===== config.mk =====
export PLATFORM = sky130hd
export DESIGN_NAME = can_accept_filter
export DESIGN_NICKNAME = d
export VERILOG_FILES = /design/src/rtl/acf_pkg.sv /design/src/rtl/acf_regs.sv /design/src/rtl/acf_match.sv /design/src/rtl/acf_pick.sv /design/src/rtl/can_accept_filter.sv
export SDC_FILE = /design/constraint.sdc
export NUM_CORES = 1
export LEC_CHECK = 0
export BUFFER_PORTS_ARGS = -buffer_cell sky130_fd_sc_hd__buf_2
export CAP_MARGIN = 15
export CELL_PAD_IN_SITES_DETAIL_PLACEMENT = 0
export CELL_PAD_IN_SITES_GLOBAL_PLACEMENT = 2
export CORE_MARGIN = 3
export CORE_UTILIZATION = 42
export DETAILED_ROUTE_END_ITERATION = 16
export GPL_ROUTABILITY_DRIVEN = 0
export PLACE_DENSITY = 0.87
export SYNTH_ARGS = -nofsm -noshare
export SYNTH_HDL_FRONTEND = slang
export SYNTH_HIERARCHICAL = 1
export SYNTH_SLANG_ARGS = --single-unit
export TNS_END_PERCENT = 50

===== constraint.sdc =====
create_clock -name clk -period 2.4 [get_ports clk]
set_input_delay 0.36 -clock clk [delete_from_list [all_inputs] [get_ports clk]]
set_output_delay 0.36 -clock clk [all_outputs]
set_load 0.01 [all_outputs]

===== src/rtl/acf_pkg.sv =====
// Package: shared sizing constants for the acceptance filter.
// Assumes byte-wide registers and a fixed two-bank layout.
package acf_pkg;
    localparam int ACF_BYTE_W   = 8;
    localparam int ACF_NBYTES   = 8;
    localparam int ACF_ID_BYTES = ACF_NBYTES / 2;
    localparam int ACF_NFILT    = ACF_NBYTES / 2;
endpackage


===== src/rtl/acf_regs.sv =====
// Module: code and mask register file.
// Holds NBYTES code bytes and NBYTES mask bytes, all reset to zero.
// Read is combinational; the write enable arrives already gated.
module acf_regs #(
    parameter int BYTE_W = 8,
    parameter int NBYTES = 8,
    localparam int IDX_W = $clog2(NBYTES)
) (
    input  logic                     clk,
    input  logic                     rst_n,
    input  logic                     wr_en,
    input  logic [IDX_W:0]           addr,
    input  logic [BYTE_W-1:0]        wdata,
    output logic [BYTE_W-1:0]        rdata,
    output logic [NBYTES*BYTE_W-1:0] code_o,
    output logic [NBYTES*BYTE_W-1:0] mask_o
);
    logic [BYTE_W-1:0] code_r [NBYTES];
    logic [BYTE_W-1:0] mask_r [NBYTES];

    for (genvar i = 0; i < NBYTES; i++) begin : g_byte
        // Update one code byte and one mask byte on a write to that address.
        always_ff @(posedge clk) begin
            if (!rst_n) begin
                code_r[i] <= '0;
                mask_r[i] <= '0;
            end else if (wr_en && addr[IDX_W-1:0] == IDX_W'(i)) begin
                if (addr[IDX_W]) mask_r[i] <= wdata;
                else             code_r[i] <= wdata;
            end
        end
        assign code_o[i*BYTE_W +: BYTE_W] = code_r[i];
        assign mask_o[i*BYTE_W +: BYTE_W] = mask_r[i];
    end

    // Select the addressed byte for readback.
    always_comb begin
        if (addr[IDX_W]) rdata = mask_r[addr[IDX_W-1:0]];
        else             rdata = code_r[addr[IDX_W-1:0]];
    end
endmodule


===== src/rtl/acf_match.sv =====
// Module: per-byte masked compare and grouping into filters.
// Assumes NBYTES is 8: two banks of four bytes, or four pairs of bytes.
// A mask bit of 1 removes that bit from the compare.
module acf_match #(
    parameter int BYTE_W = 8,
    parameter int NBYTES = 8,
    localparam int NFILT = NBYTES / 2,
    localparam int NID   = NBYTES / 2
) (
    input  logic [NBYTES*BYTE_W-1:0] code_i,
    input  logic [NBYTES*BYTE_W-1:0] mask_i,
    input  logic [NID*BYTE_W-1:0]    id_i,
    input  logic                     mode16_i,
    output logic [NFILT-1:0]         hits_o
);
    logic [NBYTES-1:0]  byte_ok;
    logic [NFILT-1:0]   wide_hit;
    logic [NFILT-1:0]   narrow_hit;

    for (genvar i = 0; i < NBYTES; i++) begin : g_cmp
        logic [BYTE_W-1:0] id_sel;
        // Pick the identifier byte this code byte faces in the current mode.
        always_comb begin
            if (mode16_i) id_sel = id_i[(i % 2)*BYTE_W +: BYTE_W];
            else          id_sel = id_i[(i % 4)*BYTE_W +: BYTE_W];
        end
        assign byte_ok[i] = &(~(code_i[i*BYTE_W +: BYTE_W] ^ id_sel)
                              | mask_i[i*BYTE_W +: BYTE_W]);
    end

    for (genvar k = 0; k < NFILT; k++) begin : g_filt
        if (k < NBYTES / 4) begin : g_wide
            assign wide_hit[k] = &byte_ok[4*k +: 4];
        end else begin : g_nowide
            assign wide_hit[k] = 1'b0;
        end
        assign narrow_hit[k] = &byte_ok[2*k +: 2];
    end

    assign hits_o = mode16_i ? narrow_hit : wide_hit;
endmodule


===== src/rtl/acf_pick.sv =====
// Module: priority pick of the lowest-numbered matching filter.
// Returns zero for the index when no filter matches.
module acf_pick #(
    parameter int NFILT = 4,
    localparam int FW   = $clog2(NFILT)
) (
    input  logic [NFILT-1:0] hits_i,
    output logic             any_o,
    output logic [FW-1:0]    idx_o
);
    // Walk from the highest filter down so the lowest match wins.
    always_comb begin
        idx_o = '0;
        for (int k = NFILT - 1; k >= 0; k--) begin
            if (hits_i[k]) idx_o = FW'(k);
        end
    end
    assign any_o = |hits_i;
endmodule


===== src/rtl/can_accept_filter.sv =====
// Module: CAN identifier acceptance filter top.
// Gates register writes with the init handshake and runs the compare.
// Registers accept and the hit index on each identifier strobe.
module can_accept_filter #(
    parameter int BYTE_W = acf_pkg::ACF_BYTE_W,
    parameter int NBYTES = acf_pkg::ACF_NBYTES,
    localparam int IDX_W = $clog2(NBYTES),
    localparam int NFILT = NBYTES / 2,
    localparam int NID   = NBYTES / 2,
    localparam int FW    = $clog2(NFILT)
) (
    input  logic                  clk,
    input  logic                  rst_n,
    input  logic                  init_req,
    input  logic                  init_ack,
    input  logic                  reg_we,
    input  logic [IDX_W:0]        reg_addr,
    input  logic [BYTE_W-1:0]     reg_wdata,
    output logic [BYTE_W-1:0]     reg_rdata,
    input  logic                  mode_16,
    input  logic                  id_valid,
    input  logic [NID*BYTE_W-1:0] id_bytes,
    output logic                  accept,
    output logic [FW-1:0]         hit_idx
);
    logic                     wr_ok;
    logic [NBYTES*BYTE_W-1:0] code_q;
    logic [NBYTES*BYTE_W-1:0] mask_q;
    logic [NFILT-1:0]         hits;
    logic                     any_hit;
    logic [FW-1:0]            pick_idx;

    assign wr_ok = reg_we && init_req && init_ack;

    acf_regs #(.BYTE_W(BYTE_W), .NBYTES(NBYTES)) u_regs (
        .clk(clk), .rst_n(rst_n), .wr_en(wr_ok), .addr(reg_addr),
        .wdata(reg_wdata), .rdata(reg_rdata), .code_o(code_q), .mask_o(mask_q)
    );

    acf_match #(.BYTE_W(BYTE_W), .NBYTES(NBYTES)) u_match (
        .code_i(code_q), .mask_i(mask_q), .id_i(id_bytes),
        .mode16_i(mode_16), .hits_o(hits)
    );

    acf_pick #(.NFILT(NFILT)) u_pick (
        .hits_i(hits), .any_o(any_hit), .idx_o(pick_idx)
    );

    // Capture the decision on the strobe edge and hold it otherwise.
    always_ff @(posedge clk) begin
        if (!rst_n) begin
            accept  <= 1'b0;
            hit_idx <= '0;
        end else if (id_valid) begin
            accept  <= any_hit;
            hit_idx <= any_hit ? pick_idx : '0;
        end
    end
endmodule


==> out/metrics.cfg <==
[sta]
fin_hold_ws_ns=0.2309
worst_slew_margin_pct=54.10
period_needed_ns=2.253
worst_pin_slew_ns=0.6859
timing.final.crit_share_pct=93.87
max_clock_freq_mhz=443.9
finClkSkew_ns=0.005409
finalHoldViolCount=0
setup_repair_after_global_routing_missed_its_margin=false
post-route-worst-setup-slack_ns=0.1472
setup-tns-final_ns=0
report.final.slew_viol_count=0
final-setup-viol-count=0

[finish]
number_of_diodes=0
design_area_um2=8726
final_cell_mix=sky130_fd_sc_hd__and2_1, sky130_fd_sc_hd__edfxtp_1, sky130_fd_sc_hd__buf_2, sky130_fd_sc_hd__nor2_1, sky130_fd_sc_hd__buf_4
filler_cell_count=1438
layout-area-overhead-vs-synth_pct=18.67
fin_nets=719
drive_gt1_share_pct=25.44

[job]
max_cap_violations=0

[clock_network]
tritoncts=done
path_clk_slew_ns=0.06
cts.sinks=131
cts-root-buf=sky130_fd_sc_hd__clkbuf_16
ctsHtreeMaxLevel=4
clk_path_buf_depth=2
worst_skew_pair.late_latency_ns=0.42
tritoncts_buffer_count=17
cts_hold_buf=0

[yosys]
proportion_of_synthesized_chip_area_in_sequential_cells_pct=53.09
syn_area_per_cell_um2=12.90
synthesis.instances=570
yosysUniqueCellTypes=41
synthesis.nets=621
mappedNetlistArea_um2=7353
yosysTopAreaCellShare_pct=52.27
synth_register_bits=131
ys_top_cells_by_area=sky130_fd_sc_hd__edfxtp_1, sky130_fd_sc_hd__and2_1, sky130_fd_sc_hd__mux4_2, sky130_fd_sc_hd__mux2i_1, sky130_fd_sc_hd__xnor2_1
synth_top_cell_by_area=sky130_fd_sc_hd__edfxtp_1
ys_warn_count=6

[floorplanning]
pin_count=62
dieHeight_um=138.3
die_area_um2=19130
die-width_um=138.3
initial_core_util_pct=43.57
fp-row-count=47
core_um2=16880

[routing]
vias=5174
drtAntennaViolNets=0
wl_per_cell_um=24.55
detailedRoute.firstPassIterationCount=5
route.detailed.vias_per_inst=5.749
route.final.wire_length_um=22090
initialDrtViolationCount=552
drcViolationCount=0

[pwr]
cellInternalPower_mw=4.473
power.clock.fraction_pct=41.2
switching_share_pct=24.42
switchingPower_mw=1.445
worst_ir_drop_vdd_uv=437.4
seq_power_share_pct=46.2
static-leakage-power_nw=3.264
combPwrFrac_pct=12.6
power.density_cell_area_nw_per_um2=678.2

[grt]
initial_antenna_violation_count=0
globalRoute.totalOverflow=0
pin_count_of_the_biggest_net_entering_global_routing=41
grt_first_pass_wirelength_um=33040
gr-usage-all-layers_pct=23.25
grt_pass1_vias=5337

[critical_path]
worstSetupEndpointType=register
cp_max_fo=9
setup.worst_path.class=input port to register
r2r-end=accept
critical_path_arrival_ns=2.61
timing.reg2reg.setup_slack_ns=0.28
critical_path.reg2reg.startpoint=u_regs/code_r[4][6]
r2r_worst_path_depth=10
critPathRequiredTime_ns=2.75
worstSetupStartpointType=input port

[place]
dpl-instance-area_um2=8168
port_buffers=61
dp_worst_setup_slack_ns=-0.2810
hpwlAfterDp_um=17610

[run_status]
status=finished, final reports clean

[hold_path]
min-delay-start=id_valid
min_to=hit_idx[0]
hp-class=input port to register
hold_crit_depth=3

==> power groups by stage <==
stage                     Sequential [mW]  Clock (mW)  Combinational, mW
after global routing                 2.75        2.56              0.790
after global placement               2.78           0              0.727
after CTS                            2.73        2.46              0.737
after floorplan                      2.73           0              0.431
final                                2.73        2.44              0.747
after detailed placement             2.78           0              0.734
==> critical path, cell delays in order <==
cell	delay, ns
sky130_fd_sc_hd__buf_2	0.19
sky130_fd_sc_hd__buf_12	0.17
sky130_fd_sc_hd__mux2i_2	0.27
sky130_fd_sc_hd__xor2_1	0.31
sky130_fd_sc_hd__o2111ai_1	0.15
sky130_fd_sc_hd__or4_4	0.58
sky130_fd_sc_hd__a2bb2o_4	0.24
sky130_fd_sc_hd__nor2_1	0.04
sky130_fd_sc_hd__nand2_1	0.11
sky130_fd_sc_hd__mux2i_1	0.08
sky130_fd_sc_hd__nor2b_1	0.11
==> synth_stat cells <==
library cell and n:
sky130_fd_sc_hd__nand2_2 1, sky130_fd_sc_hd__mux4_2 28, sky130_fd_sc_hd__nand2_1 12, sky130_fd_sc_hd__o211a_1 1, sky130_fd_sc_hd__nor2b_1 27, sky130_fd_sc_hd__o21ai_1 10
sky130_fd_sc_hd__nand4b_1 2, sky130_fd_sc_hd__a2bb2o_4 1, sky130_fd_sc_hd__nor4_1 5, sky130_fd_sc_hd__or2_1 1, sky130_fd_sc_hd__and2_1 128, sky130_fd_sc_hd__o21ai_0 6
sky130_fd_sc_hd__a21oi_2 1, sky130_fd_sc_hd__nand3_1 2, sky130_fd_sc_hd__o22ai_1 16, sky130_fd_sc_hd__mux4_1 4, sky130_fd_sc_hd__mux2i_2 3, sky130_fd_sc_hd__and2_0 1
sky130_fd_sc_hd__nor2_2 4, sky130_fd_sc_hd__buf_12 1, sky130_fd_sc_hd__or4_4 1, sky130_fd_sc_hd__nand3b_1 4, sky130_fd_sc_hd__buf_4 2, sky130_fd_sc_hd__nor2_1 41
sky130_fd_sc_hd__nand2b_1 3, sky130_fd_sc_hd__xnor2_1 32, sky130_fd_sc_hd__mux2i_1 38, sky130_fd_sc_hd__o2111ai_1 8, sky130_fd_sc_hd__buf_6 3, sky130_fd_sc_hd__a22oi_1 16
sky130_fd_sc_hd__buf_2 2, sky130_fd_sc_hd__inv_1 2, sky130_fd_sc_hd__xor2_1 8, sky130_fd_sc_hd__dfxtp_1 3, sky130_fd_sc_hd__clkbuf_1 16, sky130_fd_sc_hd__nor3_1 1
sky130_fd_sc_hd__and3_1 2, sky130_fd_sc_hd__nand4bb_1 1, sky130_fd_sc_hd__nand4_1 3, sky130_fd_sc_hd__edfxtp_1 128, sky130_fd_sc_hd__buf_1 2
==> how the worst max path moves through the flow <==
stage	cells past startpoint	end	start	slack [ns]
5_1_grt	13	accept	mode_16	0.02
4_1_cts	13	accept	mode_16	0.15
3_3_place_gp	11	accept	mode_16	-0.25
3_5_place_dp	13	accept	mode_16	-0.28
6_report	11	accept	mode_16	0.15
2_1_floorplan	10	accept	mode_16	0.17
==> flip-flops by register name, summed over array words and instances, names as in the netlist <==
name,flops
hit_idx,2
accept,1
u_regs/code_r,64
u_regs/mask_r,64
==> layout make-up <==
cell class | instances | area (µm²) | area share, %
clock inverters | 13 | 118.9 | 1.362
well taps | 220 | 275.3 | 3.155
multi-input cells | 411 | 3306 | 37.88
inverters | 2 | 7.507 | 0.08603
flip-flops and latches | 131 | 3904 | 44.74
clock buffers | 18 | 429.2 | 4.918
repair buffers | 105 | 685.7 | 7.858
==> what timing repair did <==
action	in CTS	in global routing
setup buffers	0	0
setup endpoints to repair	0	3
resized for setup	0	2
==> metrics by stage <==
step	instances	utilization (%)	power, mW
final	900	51.70	5.918
after global routing	900	51.70	6.099
after CTS	900	51.64	5.934
after detailed placement	869	48.39	3.515
after floorplan	570	-	3.160
after global placement	869	48.39	3.504
==> cell families after synthesis <==
| group | Yosys count | share of synthesized area (%) |
|---|---|---|
| simple gates | 239 | 18.75 |
| flops | 131 | 53.09 |
| compound gates | 59 | 5.564 |
| buf+inv | 28 | 2.093 |
| xor+xnor | 40 | 4.764 |
| mux | 73 | 15.74 |
==> per-layer routing <==
| metal | vias to the layer above | part of all wire, % | global-route usage (%) |
|---|---|---|---|
| met5 | - | 0 | 0 |
| met4 | 0 | 2.7 | 7.488 |
| met3 | 40 | 9.3 | 5.939 |
| met2 | 262 | 45 | 35.02 |
| met1 | 2560 | 43 | 33.22 |
| li1 | 2312 | - | - |
No activity file was read; power rests on OpenSTA's default activity.
